File: src/rtl/bht_pkg.sv
package bht_pkg;
    typedef logic [1:0] ctr_t;

    localparam ctr_t CTR_SNT = 2'd0;
    localparam ctr_t CTR_WNT = 2'd1;
    localparam ctr_t CTR_WT  = 2'd2;
    localparam ctr_t CTR_ST  = 2'd3;

    typedef enum logic {
        POL_SAT  = 1'b0,
        POL_HYST = 1'b1
    } policy_e;
endpackage

File: src/rtl/bht_index.sv
module bht_index #(
    parameter int PC_W    = 32,
    parameter int IDX_W   = 7,
    parameter int IDX_LSB = 2
) (
    input  logic [PC_W-1:0]  pc,
    output logic [IDX_W-1:0] idx
);
    assign idx = pc[IDX_LSB +: IDX_W];
endmodule

File: src/rtl/bht_ctr_next.sv
module bht_ctr_next
    import bht_pkg::*;
(
    input  policy_e policy,
    input  ctr_t    cur,
    input  logic    taken,
    output ctr_t    nxt
);
    always_comb begin
        nxt = cur;
        if (policy == POL_SAT) begin
            if (taken && cur != CTR_ST)
                nxt = cur + 2'd1;
            else if (!taken && cur != CTR_SNT)
                nxt = cur - 2'd1;
        end else begin
            unique case (cur)
                CTR_ST:  nxt = taken ? CTR_ST  : CTR_WT;
                CTR_WT:  nxt = taken ? CTR_ST  : CTR_SNT;
                CTR_WNT: nxt = taken ? CTR_ST  : CTR_SNT;
                default: nxt = taken ? CTR_WNT : CTR_SNT;
            endcase
        end
    end
endmodule

File: src/rtl/bht_predictor.sv
module bht_predictor
    import bht_pkg::*;
#(
    parameter int PC_W    = 32,
    parameter int ENTRIES = 128,
    parameter int IDX_LSB = 2
) (
    input  logic            clk,
    input  logic            rst_n,
    input  logic            cfg_hyst,
    input  logic [PC_W-1:0] lk_pc,
    output logic            lk_taken,
    input  logic            up_valid,
    input  logic [PC_W-1:0] up_pc,
    input  logic            up_taken
);
    localparam int IDX_W = $clog2(ENTRIES);

    typedef struct packed {
        logic [ENTRIES-1:0][1:0] tbl;
    } bht_state_t;

    bht_state_t state_d, state_q;
    logic [IDX_W-1:0] lk_idx, up_idx;
    ctr_t up_cur, up_nxt;
    policy_e policy;

    bht_index #(.PC_W(PC_W), .IDX_W(IDX_W), .IDX_LSB(IDX_LSB)) u_lk_idx (
        .pc  (lk_pc),
        .idx (lk_idx)
    );

    bht_index #(.PC_W(PC_W), .IDX_W(IDX_W), .IDX_LSB(IDX_LSB)) u_up_idx (
        .pc  (up_pc),
        .idx (up_idx)
    );

    assign policy = cfg_hyst ? POL_HYST : POL_SAT;
    assign up_cur = state_q.tbl[up_idx];

    bht_ctr_next u_next (
        .policy (policy),
        .cur    (up_cur),
        .taken  (up_taken),
        .nxt    (up_nxt)
    );

    // Read from the registered table: a same-cycle update is not yet visible.
    assign lk_taken = state_q.tbl[lk_idx][1];

    always_comb begin
        state_d = state_q;
        if (up_valid)
            state_d.tbl[up_idx] = up_nxt;
    end

    always_ff @(posedge clk or negedge rst_n) begin
        if (!rst_n)
            state_q.tbl <= {ENTRIES{CTR_WNT}};
        else
            state_q <= state_d;
    end
endmodule

File: config.mk
export PLATFORM = sky130hd
export DESIGN_NAME = bht_predictor
export DESIGN_NICKNAME = d
export VERILOG_FILES = /design/src/rtl/bht_pkg.sv /design/src/rtl/bht_index.sv /design/src/rtl/bht_ctr_next.sv /design/src/rtl/bht_predictor.sv
export SDC_FILE = /design/constraint.sdc
export NUM_CORES = 1
export LEC_CHECK = 0
export BUFFER_PORTS_ARGS = -buffer_cell sky130_fd_sc_hd__buf_4
export CAP_MARGIN = 20
export CORE_ASPECT_RATIO = 1.1
export CORE_MARGIN = 2
export CORE_UTILIZATION = 45
export CTS_CLUSTER_DIAMETER = 200
export DETAILED_ROUTE_END_ITERATION = 12
export PLACE_DENSITY_LB_ADDON = 0.15
export SYNTH_ARGS = -nofsm -noshare
export SYNTH_HDL_FRONTEND = slang
export SYNTH_SLANG_ARGS = --single-unit
File: constraint.sdc
create_clock -name clk -period 7 [get_ports clk]
set_input_delay 1.05 -clock clk [delete_from_list [all_inputs] [get_ports clk]]
set_output_delay 1.05 -clock clk [all_outputs]
set_load 0.1 [all_outputs]
==> results of run 1 <==
==> cell families after synthesis <==
family          after synthesis  synth area share, %
buf+inv                     136                 4.55
compound gates              288                 13.9
flops                       256                 46.3
simple gates                321                 10.1
fa+ha+maj                     2                0.177
mux                         240                 24.9
==> how the worst max path moves through the flow <==
stage,end,slack (ps),cells after the start
6_report,state_q[154]$_DFFE_PN1P_,2050,14
5_1_grt,state_q[138]$_DFFE_PN1P_,1810,14
3_5_place_dp,state_q[152]$_DFFE_PN1P_,1520,14
4_1_cts,state_q[34]$_DFFE_PN1P_,2100,14
3_3_place_gp,state_q[8]$_DFFE_PN1P_,1510,14
2_1_floorplan,lk_taken,2180,6
==> cell type report <==
| class | instances | area, sq um |
|---|---|---|
| tap | 420 | 526 |
| multi-input combinational | 851 | 7060 |
| clock inverter | 8 | 71.3 |
| sequential | 256 | 6570 |
| clock buffer | 47 | 936 |
| fill | 2808 | 15600 |
| inverter | 5 | 18.8 |
| timing repair buffer | 49 | 474 |
==> power groups by stage <==
stage                     registers [mW]  logic (mW)  clock network [mW]
after floorplan                     1.80       0.455                   0
after CTS                           1.81       0.626                1.62
after detailed placement            1.83       0.624                   0
after global placement              1.83       0.614                   0
after global routing                1.83       0.681                1.67
final                               1.81       0.622                1.59
==> cells in the mapped netlist, types with 13 or more instances <==
library cell and count:
mux2_2 141, dfrtp_1 128, dfstp_2 128, nand2_1 128, nor2_1 114, a21oi_1 98
a41oi_1 81, clkbuf_1 78, mux4_2 76, a31oi_1 49, buf_2 26, mux2i_1 23
a221oi_1 13, nand3_1 13
==> per-layer routing <==
layer  routed length (um)  vias up  GRT usage (%)
met5                    0        -              0
met3                 2040       74           3.46
li1                     -     4617              -
met4                 1080        0           7.27
met1                17500     5438           33.7
met2                20400      298           42.4
==> metrics by stage <==
step                      hold WS (ps)  power [mW]  cells  worst slack (ps)
after floorplan                    479        2.25   1243              2180
after global placement             486        2.44   1578              1510
after detailed placement           489        2.46   1580              1520
after CTS                          498        4.05   1635              2100
after global routing               514        4.19   1636              1810
final                              497        4.03   1636              2050
==> critical path, cell delays in order <==
cell,delay [ps]
buf_4,560
and2_1,810
a22oi_1,140
o211ai_1,380
o2111ai_1,170
o22ai_1,390
nor2_1,110
inv_1,80
ha_1,230
nand4b_1,130
a21oi_1,120
nand3b_1,130
buf_4,740
a41oi_1,250
==> impl_metrics.csv, run 1 <==
group,metric,value,unit
floorplan,die_w,173,um
sta,setup_viol,0,
critical_path,reg2reg_depth,12,
placed_design,dp_hpwl,24.6,mm
yosys,ys_seq_area_share,46.3,%
yosys,synth_nets,1314,
critical_path,startpoint,"up_pc[3]",
critical_path,worstSetupStartpointType,"primary input",
floorplan,boundaryPins,70,
clocking,cts_buffers,30,
critical_path,endpoint_kind,"register",
clocking,root_buffer,"clkbuf_16",
route,post-route-drc-count,0,
clocking,htreeDepth,1,
cells_and_area,layout_commonest_cell,"mux2_2",
sta,finalCritPeriodShare,70.7,%
yosys,ys_warn_count,0,
cells_and_area,reg_top3,"state_q: 256 flops",
route,antenna_left,0,
route,drt_first_pass_iters,5,
critical_path,r2r_slack,3290,ps
placed_design,gp_congestion,0.809,
sta,tightest_slew,1000,ps
cells_and_area,final_cell_area,0.0157,sq mm
global_route,grt_use_total,25.0,%
cells_and_area,largest_reg_flops,256,
clocking,cts_setup_buffers,0,
yosys,ys_ff_latch,256,
power_and_ir_drop,power_density,257,mW/mm^2
global_route,grt_max_degree,164,
worst_hold_path,min_path_type,"register to register",
power_and_ir_drop,p_int,2.93,mW
critical_path,reg2reg_to,"state_q[154]$_DFFE_PN1P_",
critical_path,cp.arrival,5360,ps
power_and_ir_drop,pwr-share-comb,15.4,%
sta,relSlewSlack,33.2,%
global_route,grt_overflow,0,
cells_and_area,area_growth,10.5,%
power_and_ir_drop,p_clk_share,39.6,%
clocking,cts.clk_slew.worst_paths,60,ps
power_and_ir_drop,p_sw,1.09,mW
clocking,cts.sink_count,256,
yosys,syn_avg_cell_area,11.4,sq um
floorplan,die_y,190,um
critical_path,r2r_start,"state_q[254]$_DFFE_PN1P_",
route,vias,10400,
yosys,yosysTopAreaCellShare,23.7,%
cells_and_area,final_core_util,50.1,%
floorplan,rows,68,
placed_design,dpl-instance-area,0.0146,sq mm
worst_hold_path,hold_depth,2,
floorplan,dieArea,0.0329,sq mm
cells_and_area,antenna_cells,0,
route,wl_per_cell,25.1,um
placed_design,portBuffers,19,
yosys,synth.largest_area_cell,"dfstp_2",
cells_and_area,finish.net_count,1264,
global_route,grt_pass1_vias,10400,
power_and_ir_drop,p_sw_share,27.2,%
power_and_ir_drop,ir_worst_vdd,0.174,mV
global_route,antenna_found_initial,0,
sta,rsz0062_at_grt,"no",
clocking,cts_tree,"yes",
sta,maxSlewViolCount,0,
sta,skew,11.4,ps
clocking,cts_resized,0,
flow_run,max_cap_viol_count,0,
worst_hold_path,hold_end,"state_q[224]$_DFFE_PN1P_",
yosys,netlist_area,0.0142,sq mm
cells_and_area,layout_common_cells,"141 x mux2_2, 128 x nand2_1, 128 x dfstp_2, 128 x dfrtp_1, 107 x nor2_1",
route,drtIter0Drc,795,
power_and_ir_drop,p_seq_share,45.0,%
critical_path,crit_fanout,88,
critical_path,crit_type,"primary input to register",
yosys,synth_cells,1243,
clocking,cts_buffer_depth,3,
sta,hold_viol_final,0,
floorplan,start_util,45.4,%
yosys,synth-edff-count,0,
route,wirelength,41.1,mm
clocking,clk_latency,550,ps
worst_hold_path,min_from,"state_q[224]$_DFFE_PN1P_",
critical_path,cp.required,7410,ps
cells_and_area,largest-register,"state_q",
clocking,cts_hold_buf,0,
sta,fmax,0.202,GHz
power_and_ir_drop,power.leakage,6.10,nW
yosys,synth_area_leaders,"dfstp_2 24%, dfrtp_1 23%, mux4_2 12%, mux2_2 11%, a41oi_1 5.0%",
sta,tns,0,ps
yosys,yosysUniqueCellTypes,52,
yosys,async_flop_share,100,%
sta,period_needed,4950,ps
global_route,grt_pass1_wl,63.9,mm
yosys,synthFlopType,"dfstp_2",
outcome,status,"finished clean",
cells_and_area,layout-drive-gt1-share,38.7,%
route,viasPerCell,6.37,
floorplan,placeableCoreArea,0.0312,sq mm
(Power assumes the default switching activity.)
==> run 2, diff against run 1 <==
- clock period: 7 -> 4.45 ns (I/O delays scaled with it)
==> impl_metrics.csv, run 2 (synthesis gave the netlist of run 1 again) <==
group,metric,value,unit
critical_path,crit_path_top_delay_cell,"mux4_2",
flow_run,max_cap_viol_count,0,
placed_design,dpl-instance-area,0.0153,sq mm
placed_design,portBuffers,19,
power_and_ir_drop,p_int,4.71,mW
floorplan,start_util,45.4,%
cells_and_area,layout_commonest_cell,"mux2_2",
floorplan,placeableCoreArea,0.0312,sq mm
cells_and_area,layout-drive-gt1-share,41.7,%
critical_path,worstSetupStartpointType,"primary input",
cells_and_area,regArea,0.00657,sq mm
cells_and_area,finish.net_count,1335,
cells_and_area,multi_input_area,0.00706,sq mm
cells_and_area,final_cell_area,0.0163,sq mm
clocking,cts_hold_buf,0,
clocking,clk_latency,550,ps
placed_design,dp_hpwl,27.9,mm
critical_path,cp_cell_sequence,"buf_4 > buf_12 > mux4_2 > mux4_2 > mux4_2 > mux2_2 > buf_4",
clocking,cts_tree,"yes",
power_and_ir_drop,pwr-share-comb,16.7,%
cells_and_area,antenna_cells,0,
global_route,grt_max_degree,122,
sta,tns,0,ps
global_route,grt_overflow,0,
power_and_ir_drop,p_seq_share,44.4,%
critical_path,reg2reg_depth,14,
route,wl_per_cell,24.8,um
route,post-route-drc-count,0,
sta,setup_viol,0,
cells_and_area,nFillCells,2758,
clocking,cts_buffers,29,
sta,tightest_slew,925,ps
sta,relSlewSlack,38.1,%
power_and_ir_drop,p_sw,1.72,mW
power_and_ir_drop,power_density,395,mW/mm^2
floorplan,boundaryPins,70,
cells_and_area,layout_common_cells,"141 x mux2_2, 128 x nand2_1, 128 x dfstp_2, 128 x dfrtp_1, 109 x nor2_1",
clocking,cts_buffer_depth,3,
route,drtIter0Drc,979,
critical_path,endpoint_kind,"primary output",
global_route,grt_pass1_vias,10800,
clocking,cts.sink_count,256,
sta,fmax,0.253,GHz
cells_and_area,reg_top3,"state_q: 256 flops",
clocking,root_buffer,"clkbuf_16",
power_and_ir_drop,ir_worst_vdd,0.281,mV
sta,rsz0062_at_grt,"no",
power_and_ir_drop,power.leakage,6.48,nW
route,viasPerCell,6.27,
route,drt_first_pass_iters,5,
cells_and_area,largest_reg_flops,256,
global_route,grt_pass1_wl,66.0,mm
critical_path,cp_top_family,"multiplexers",
power_and_ir_drop,p_clk_share,38.9,%
critical_path,crit_type,"primary input to primary output",
outcome,status,"finished clean",
critical_path,cp.required,3780,ps
clocking,cts_resized,0,
worst_hold_path,min_path_type,"primary input to asynchronous set/reset pin",
critical_path,path_depth,7,
critical_path,critPathBufInv,3,
route,antenna_left,0,
sta,maxSlewViolCount,0,
floorplan,die_y,190,um
clocking,htreeDepth,1,
sta,skew,8.61,ps
sta,period_needed,3950,ps
global_route,grt_use_total,25.9,%
floorplan,dieArea,0.0329,sq mm
global_route,antenna_found_initial,0,
critical_path,cp.arrival,3280,ps
sta,finalCritPeriodShare,88.7,%
placed_design,place_ws,44.3,ps
floorplan,rows,68,
cells_and_area,largest-register,"state_q",
sta,timing.final.ws_setup,502,ps
critical_path,crit_path_max_incr_delay,570,ps
power_and_ir_drop,p_sw_share,26.8,%
clocking,cts_setup_buffers,0,
route,wirelength,42.3,mm
critical_path,crit_fanout,20,
critical_path,path_common_cell,"mux4_2",
clocking,cts.clk_slew.worst_paths,60,ps
placed_design,gp_congestion,0.840,
cells_and_area,area_growth,15.0,%
sta,hold_viol_final,0,
floorplan,die_w,173,um
route,vias,10700,
## run 2: cell count changes in the layout (fill, tap and decap cells not counted), sizes merged
cell | before | now
clkinv | 6 | 7
bufinv | 1 | 5
clkbuf | 47 | 39
buf | 49 | 121
## run 2: worst paths after layout
check	startpoint	end	slack (ps)
max in group asynchronous	rst_n	state_q[195]$_DFFE_PN0P_	3120
setup reg to reg	state_q[191]$_DFFE_PN0P_	state_q[99]$_DFFE_PN0P_	740
hold reg to reg	state_q[126]$_DFFE_PN1P_	state_q[126]$_DFFE_PN1P_	500
setup / recovery	lk_pc[2]	lk_taken	500
min in group clk	state_q[126]$_DFFE_PN1P_	state_q[126]$_DFFE_PN1P_	500
hold / removal	rst_n	state_q[125]$_DFFE_PN0P_	150
## run 2: per-layer routing
| layer | part of all wire [%] | routed length (um) | vias up | track usage [%] |
|---|---|---|---|---|
| li1 | - | - | 4760 | - |
| met1 | 42 | 17700 | 5519 | 34.5 |
| met2 | 50 | 21100 | 336 | 43.8 |
| met3 | 5.1 | 2150 | 75 | 3.54 |
| met4 | 3.1 | 1310 | 0 | 9.03 |
| met5 | 0 | 0 | - | 0 |
## run 2: metrics by stage
step	total power, mW	instances	hold WS, ps	utilization [%]
finish	6.43	1705	149	52.2
global route	6.69	1705	189	52.2
CTS	6.48	1705	187	52.2
detailed placement	3.97	1653	491	49.1
global placement	3.94	1653	484	49.1
floorplan	3.55	1243	372	-
## run 2: area by class of cell
cell class	instances	area share (%)
Multi-Input combinational cell	851	43.3
Sequential cell	256	40.3
Timing Repair Buffer	121	7.08
Clock buffer	39	4.80
Tap cell	420	3.22
Clock inverter	13	1.18
Inverter	5	0.115
## run 2: power groups by stage
stage | Combinational (mW) | Clock (mW) | Sequential, mW
final | 1.08 | 2.50 | 2.86
after global routing | 1.17 | 2.63 | 2.89
after CTS | 1.08 | 2.55 | 2.85
after detailed placement | 1.08 | 0 | 2.89
after global placement | 1.06 | 0 | 2.88
after floorplan | 0.715 | 0 | 2.83
